**src/rtl/scsi_selq_pkg.sv**
```systemverilog
package scsi_selq_pkg;

  // strobes from the control FSM to the datapath
  typedef struct packed {
    logic evalNow;   // judge the settled bus this cycle
  } ctrlStrobe_t;

  // observations from the datapath back to the control FSM
  typedef struct packed {
    logic busActive;    // SEL asserted, BSY released in the latest sample
    logic windowReady;  // busActive and every line unchanged over two samples
  } dpStatus_t;

  typedef enum logic [0:0] {
    ST_IDLE = 1'b0,
    ST_HOLD = 1'b1
  } qualState_t;

endpackage

```
**src/rtl/sel_qual_decode.sv**
```systemverilog
module sel_qual_decode #(
  parameter int DATA_W = 16,
  parameter int LANE_W = 8,
  localparam int LANES = DATA_W / LANE_W,
  localparam int ID_W  = $clog2(DATA_W)
) (
  input  logic [DATA_W-1:0] idBits,     // already inverted: 1 = asserted
  input  logic [LANES-1:0]  parTrue,    // already inverted parity lines
  input  logic [ID_W-1:0]   ownId,
  input  logic              cfgNoSingle,
  input  logic              cfgWide,
  input  logic              cfgParEn,
  output logic              structOk,
  output logic              parOk,
  output logic [ID_W-1:0]   initIdx
);

  localparam int CNT_W = $clog2(DATA_W + 1);

  logic [LANES-1:0]  laneOn;
  logic [LANES-1:0]  lanePass;
  logic [DATA_W-1:0] idMask;
  logic [DATA_W-1:0] liveIds;
  logic [DATA_W-1:0] otherIds;
  logic [CNT_W-1:0]  idCount;
  logic              ownHit;
  logic [ID_W-1:0]   otherIdx;

  // lane 0 is always on the bus; wider lanes only in a 16-bit system
  for (genvar l = 0; l < LANES; l++) begin : g_lane
    if (l == 0) begin : g_base
      assign laneOn[l] = 1'b1;
    end else begin : g_upper
      assign laneOn[l] = cfgWide;
    end
    assign idMask[l*LANE_W +: LANE_W] = {LANE_W{laneOn[l]}};
    // odd parity over the lane's ID bits and its parity bit
    assign lanePass[l] = ^{idBits[l*LANE_W +: LANE_W], parTrue[l]};
  end

  assign liveIds  = idBits & idMask;
  assign ownHit   = liveIds[ownId];
  assign otherIds = liveIds & ~(DATA_W'(1) << ownId);

  always_comb begin
    idCount = '0;
    for (int b = 0; b < DATA_W; b++) begin
      idCount = idCount + CNT_W'(liveIds[b]);
    end
  end

  always_comb begin
    otherIdx = '0;
    for (int b = DATA_W - 1; b >= 0; b--) begin
      if (otherIds[b]) otherIdx = ID_W'(b);
    end
  end

  assign structOk = ownHit &&
                    ((idCount == CNT_W'(2)) ||
                     ((idCount == CNT_W'(1)) && !cfgNoSingle));

  assign parOk   = !cfgParEn || (&(lanePass | ~laneOn));
  assign initIdx = (idCount == CNT_W'(2)) ? otherIdx : ownId;

endmodule

```
**src/rtl/sel_qual_dp.sv**
```systemverilog
module sel_qual_dp
  import scsi_selq_pkg::*;
#(
  parameter int DATA_W = 16,
  parameter int LANE_W = 8,
  localparam int LANES = DATA_W / LANE_W,
  localparam int ID_W  = $clog2(DATA_W)
) (
  input  logic              clk,
  input  logic              rst_n,
  input  logic [DATA_W-1:0] busDataN,
  input  logic [LANES-1:0]  busParN,
  input  logic              selN,
  input  logic              bsyN,
  input  logic [ID_W-1:0]   ownId,
  input  logic              cfgNoSingle,
  input  logic              cfgWide,
  input  logic              cfgParEn,
  input  ctrlStrobe_t       strobe,
  output dpStatus_t         status,
  output logic              selectedPulse,
  output logic [ID_W-1:0]   initiatorId,
  output logic              parityErr
);

  // two sample stages: the newer one is judged, the older one proves stability
  logic [DATA_W-1:0] dataNew, dataOld;
  logic [LANES-1:0]  parNew, parOld;
  logic              selNew, selOld, bsyNew, bsyOld;

  always_ff @(posedge clk or negedge rst_n) begin
    if (!rst_n) begin
      dataNew <= '1;
      dataOld <= '1;
      parNew  <= '1;
      parOld  <= '1;
      selNew  <= 1'b1;
      selOld  <= 1'b1;
      bsyNew  <= 1'b1;
      bsyOld  <= 1'b1;
    end else begin
      dataNew <= busDataN;
      dataOld <= dataNew;
      parNew  <= busParN;
      parOld  <= parNew;
      selNew  <= selN;
      selOld  <= selNew;
      bsyNew  <= bsyN;
      bsyOld  <= bsyNew;
    end
  end

  logic linesSteady;
  assign linesSteady = (dataNew == dataOld) && (parNew == parOld) &&
                       (selNew == selOld) && (bsyNew == bsyOld);

  assign status.busActive   = !selNew && bsyNew;
  assign status.windowReady = status.busActive && linesSteady;

  logic            structOk, parOk;
  logic [ID_W-1:0] initIdx;

  sel_qual_decode #(
    .DATA_W (DATA_W),
    .LANE_W (LANE_W)
  ) decode_i (
    .idBits      (~dataNew),
    .parTrue     (~parNew),
    .ownId       (ownId),
    .cfgNoSingle (cfgNoSingle),
    .cfgWide     (cfgWide),
    .cfgParEn    (cfgParEn),
    .structOk    (structOk),
    .parOk       (parOk),
    .initIdx     (initIdx)
  );

  logic acceptNow, parFailNow;
  assign acceptNow  = strobe.evalNow && structOk && parOk;
  assign parFailNow = strobe.evalNow && structOk && !parOk;

  always_ff @(posedge clk or negedge rst_n) begin
    if (!rst_n) begin
      selectedPulse <= 1'b0;
      parityErr     <= 1'b0;
      initiatorId   <= '0;
    end else begin
      selectedPulse <= acceptNow;
      parityErr     <= parFailNow;
      if (acceptNow) initiatorId <= initIdx;
    end
  end

endmodule

```
**src/rtl/sel_qual_ctrl.sv**
```systemverilog
module sel_qual_ctrl
  import scsi_selq_pkg::*;
(
  input  logic        clk,
  input  logic        rst_n,
  input  dpStatus_t   status,
  output ctrlStrobe_t strobe
);

  qualState_t state, stateNext;

  always_comb begin
    stateNext      = state;
    strobe.evalNow = 1'b0;
    unique case (state)
      ST_IDLE: begin
        if (status.windowReady) begin
          strobe.evalNow = 1'b1;
          stateNext      = ST_HOLD;
        end
      end
      ST_HOLD: begin
        // stay quiet until the selection is over
        if (!status.busActive) stateNext = ST_IDLE;
      end
      default: stateNext = ST_IDLE;
    endcase
  end

  always_ff @(posedge clk or negedge rst_n) begin
    if (!rst_n) state <= ST_IDLE;
    else        state <= stateNext;
  end

endmodule

```
**src/rtl/scsi_sel_qualifier.sv**
```systemverilog
module scsi_sel_qualifier
  import scsi_selq_pkg::*;
#(
  parameter int DATA_W = 16,
  parameter int LANE_W = 8,
  localparam int LANES = DATA_W / LANE_W,
  localparam int ID_W  = $clog2(DATA_W)
) (
  input  logic              clk,
  input  logic              rst_n,
  input  logic [DATA_W-1:0] busDataN,
  input  logic [LANES-1:0]  busParN,
  input  logic              selN,
  input  logic              bsyN,
  input  logic [ID_W-1:0]   ownId,
  input  logic              cfgNoSingle,
  input  logic              cfgWide,
  input  logic              cfgParEn,
  output logic              selectedPulse,
  output logic [ID_W-1:0]   initiatorId,
  output logic              parityErr
);

  ctrlStrobe_t strobe;
  dpStatus_t   status;

  sel_qual_ctrl ctrl_i (
    .clk    (clk),
    .rst_n  (rst_n),
    .status (status),
    .strobe (strobe)
  );

  sel_qual_dp #(
    .DATA_W (DATA_W),
    .LANE_W (LANE_W)
  ) dp_i (
    .clk           (clk),
    .rst_n         (rst_n),
    .busDataN      (busDataN),
    .busParN       (busParN),
    .selN          (selN),
    .bsyN          (bsyN),
    .ownId         (ownId),
    .cfgNoSingle   (cfgNoSingle),
    .cfgWide       (cfgWide),
    .cfgParEn      (cfgParEn),
    .strobe        (strobe),
    .status        (status),
    .selectedPulse (selectedPulse),
    .initiatorId   (initiatorId),
    .parityErr     (parityErr)
  );

endmodule

```
**config.mk**
```make
export PLATFORM = sky130hd
export DESIGN_NAME = scsi_sel_qualifier
export DESIGN_NICKNAME = d
export VERILOG_FILES = /design/src/rtl/scsi_selq_pkg.sv /design/src/rtl/sel_qual_decode.sv /design/src/rtl/sel_qual_dp.sv /design/src/rtl/sel_qual_ctrl.sv /design/src/rtl/scsi_sel_qualifier.sv
export SDC_FILE = /design/constraint.sdc
export NUM_CORES = 1
export LEC_CHECK = 0
export BUFFER_PORTS_ARGS = -buffer_cell sky130_fd_sc_hd__buf_2
export CORE_MARGIN = 1.5
export CORE_UTILIZATION = 47
export DETAILED_ROUTE_END_ITERATION = 6
export PLACE_DENSITY = 0.67
export SETUP_SLACK_MARGIN = 0.05
export SLEW_MARGIN = 5
export SYNTH_ARGS = -nofsm -noshare
export SYNTH_HDL_FRONTEND = slang
export SYNTH_HIERARCHICAL = 1
export SYNTH_SLANG_ARGS = --single-unit
export TNS_END_PERCENT = 100
```
**constraint.sdc**
```tcl
create_clock -name clk -period 6.1 [get_ports clk]
set_input_delay 0 -clock clk [delete_from_list [all_inputs] [get_ports clk]]
set_output_delay 0 -clock clk [all_outputs]
set_load 0.05 [all_outputs]
```
==> metrics <==
outcome completed; Synth Flop Type dfstp_2; root buffer cell clkbuf_8; Yosys reg bits 47; worst skew pair latency between 0.2 and 0.3 ns; Power per Cell Area 232.4 nW/µm²; Core Rows 28; setup ws final approximately 1.2 ns; area delta synth->final 17.63%; Critical Path AT ~5.1 ns; DRT Pass-1 Iters 4; Final Setup Violations 0; Ys Warns 6; Finished Core Util between 50% and 60%; Detailed Route Iter0 Violations ~110; die area roughly 6600 µm²; min Tclk post-route ~4.9 ns; Pleak 0.001501 µW; initial core utilization approximately 49%; Place WS 1.224 ns; Syn Inst Count ~250; Die W 81.39 µm; met3 wire len between 200 and 300 µm; number of flops mapped to enable cells by yosys 0; Sink Count between 40 and 50; DRT antenna net count 0; H-tree depth 2; Startpoint Class flip-flop; most frequent cells in the layout dfstp_2 (40), inv_1 (39), buf_2 (34); Nets 352; wl on met1 between 2000 and 3000 µm; CP startpoint dp_i/dataNew[11]$_DFF_PN1_; commonest non-fill, non-tap cell in the layout dfstp_2; CTS tree yes; Final Max Tran Viols 0; Hold Path Class in -> reg; via/cell ratio ~5.3; Setup Skew 0.003758 ns; WL met2 ~2800 µm; maximum clock frequency 0.2043 GHz; min-delay src cfgParEn; first-pass GRT wire length 10220 µm; VDD IR-drop max about 190 µV; top layer in use met4; vias in the first global route about 2200; Relative slew margins about 36%; max_cap viols 0; io pins 35; Worst Setup End Kind flip-flop; n_diodes 0; Final Hold Fails 0; Synth cell types 62; Total GRT Usage roughly a fifth; critical path type reg -> reg; via count roughly 2000; setup TNS 0 ns; Async SR Flop Fraction 100.0%; WL/cell ~15 µm; unrepaired setup endpoints after global routing false; Placer Congestion 0.8759; antenna violations before repair 0; critical path required time about 6.3 ns; Synth Cell Area ~2900 µm²; clock buffer count from CTS 5; actual slew at the worst max-slew pin 0.9619 ns; total nets after synthesis between 200 and 300; Worst R2R Start dp_i/dataNew[11]$_DFF_PN1_; post-synthesis sequential area ratio a little over two fifths; Die Y between 80 and 90 µm; critical path peak fanout 8; post-cts sizing count 0; CORE AREA ~5900 µm²; detailed placer's ending HPWL approximately 4300 µm; GRT overflow 0; Synth Area per Inst ~11 µm²; PortBufs 34; CTS max path bufs 2; Setup Fix Bufs, Post-CTS 0; pin count of the biggest net entering global routing 48; DRC 0; Routed WL a little under 6000 µm; share of cells above drive strength 1 between 30% and 40%; Final period util between 80% and 90%; cts hold-fix bufs 21; Worst-path clk slew 0.08 ns
synth_stat cells, types with 4 or more instances:
cell type	n	area, µm²
inv_1	39	146.4
mux4_2	4	90.09
mux2_2	5	56.30
ha_1	5	62.56
xor2_1	13	113.9
nand2_1	10	37.54
dfstp_2	40	1051
mux2i_1	6	60.06
a21oi_1	7	35.03
nor2_1	9	33.78
xnor2_1	21	183.9
nor2b_1	5	31.28
nor3b_1	4	30.03
dfrtp_1	7	175.2
fa_1	10	200.2
flip-flops by register name, summed over array words and instances, names as in the netlist:
signal              flops
dp_i/dataNew           16
dp_i/dataOld           16
dp_i/initiatorId        4
dp_i/parNew             2
dp_i/parOld             2
ctrl_i/state            1
dp_i/bsyNew             1
dp_i/bsyOld             1
dp_i/parityErr          1
dp_i/selNew             1
dp_i/selOld             1
dp_i/selectedPulse      1
critical path, cell delays in order (launching register included):
cell      delay, ns
dfstp_2        0.55
inv_1          0.08
and2_1         0.20
inv_1          0.08
fa_1           0.43
fa_1           0.52
fa_1           0.44
fa_1           0.50
inv_1          0.04
ha_1           0.20
fa_1           0.51
nor2b_1        0.19
o211ai_1       0.29
a221oi_1       0.37
a221oi_2       0.10
mux2_2         0.28
final timing paths:
| path | cells after the start | endpoint | slack, ns |
|---|---|---|---|
| min in group asynchronous | 2 | ctrl_i/state$_DFF_PN0_ | 0.40 |
| max in group asynchronous | 2 | dp_i/initiatorId[3]$_DFFE_PN0P_ | 5.12 |
| worst min-delay path | 4 | dp_i/parityErr$_DFF_PN0_ | 0.11 |
| worst max register to register | 15 | dp_i/initiatorId[0]$_DFFE_PN0P_ | 1.21 |
| worst min register to register | 0 | dp_i/bsyOld$_DFF_PN1_ | 0.37 |
| worst max-delay path | 15 | dp_i/initiatorId[0]$_DFFE_PN0P_ | 1.21 |
report_power, final:
part	switching (µW)	leakage [µW]	internal [µW]
clock network	95.4	0.0000385	81.1
logic	144	0.000944	123
registers	9.32	0.000519	336
cell type report:
| type | count | area, µm² |
|---|---|---|
| fill | 505 | 2524 |
| multi-input combinational | 160 | 1466 |
| sequential | 47 | 1226 |
| timing repair buffer | 55 | 380.4 |
| inverter | 39 | 146.4 |
| tap | 75 | 93.84 |
| clock buffer | 7 | 76.32 |
| clock inverter | 1 | 7.507 |
per-layer routing:
layer | vias up | global-route usage (%)
li1 | 969 | -
met4 | 0 | 4.138
met5 | - | 0
met3 | 4 | 3.708
met2 | 63 | 34.30
met1 | 982 | 27.34
kinds of logic (layout without fill, tap and decap cells):
family                   count (synthesis)  after routing  share of synthesized area, %
AO/OA/AOI/OAI                           41             41                         11.70
flip-flops                              47             47                         42.46
XOR/XNOR                                34             34                         10.31
AND/OR/NAND/NOR                         54             54                         12.00
multiplexers                            16             16                         7.669
adder cells (fa/ha/maj)                 15             15                         9.099
buffers and inverters                   46            102                         6.759
stage by stage:
stage                     total power (µW)  instance area (µm²)  hold WS (ns)  std cells
final                                789.6                 3397        0.1111        384
after global routing                 856.7                 3397        0.1466        384
after global placement               597.6                 3103        0.1047        355
after CTS                            800.1                 3397       0.09790        384
after floorplan                      542.9                 2888       -0.2956        253
after detailed placement             607.0                 3103        0.1062        355
No activity file was read; power rests on OpenSTA's default activity.
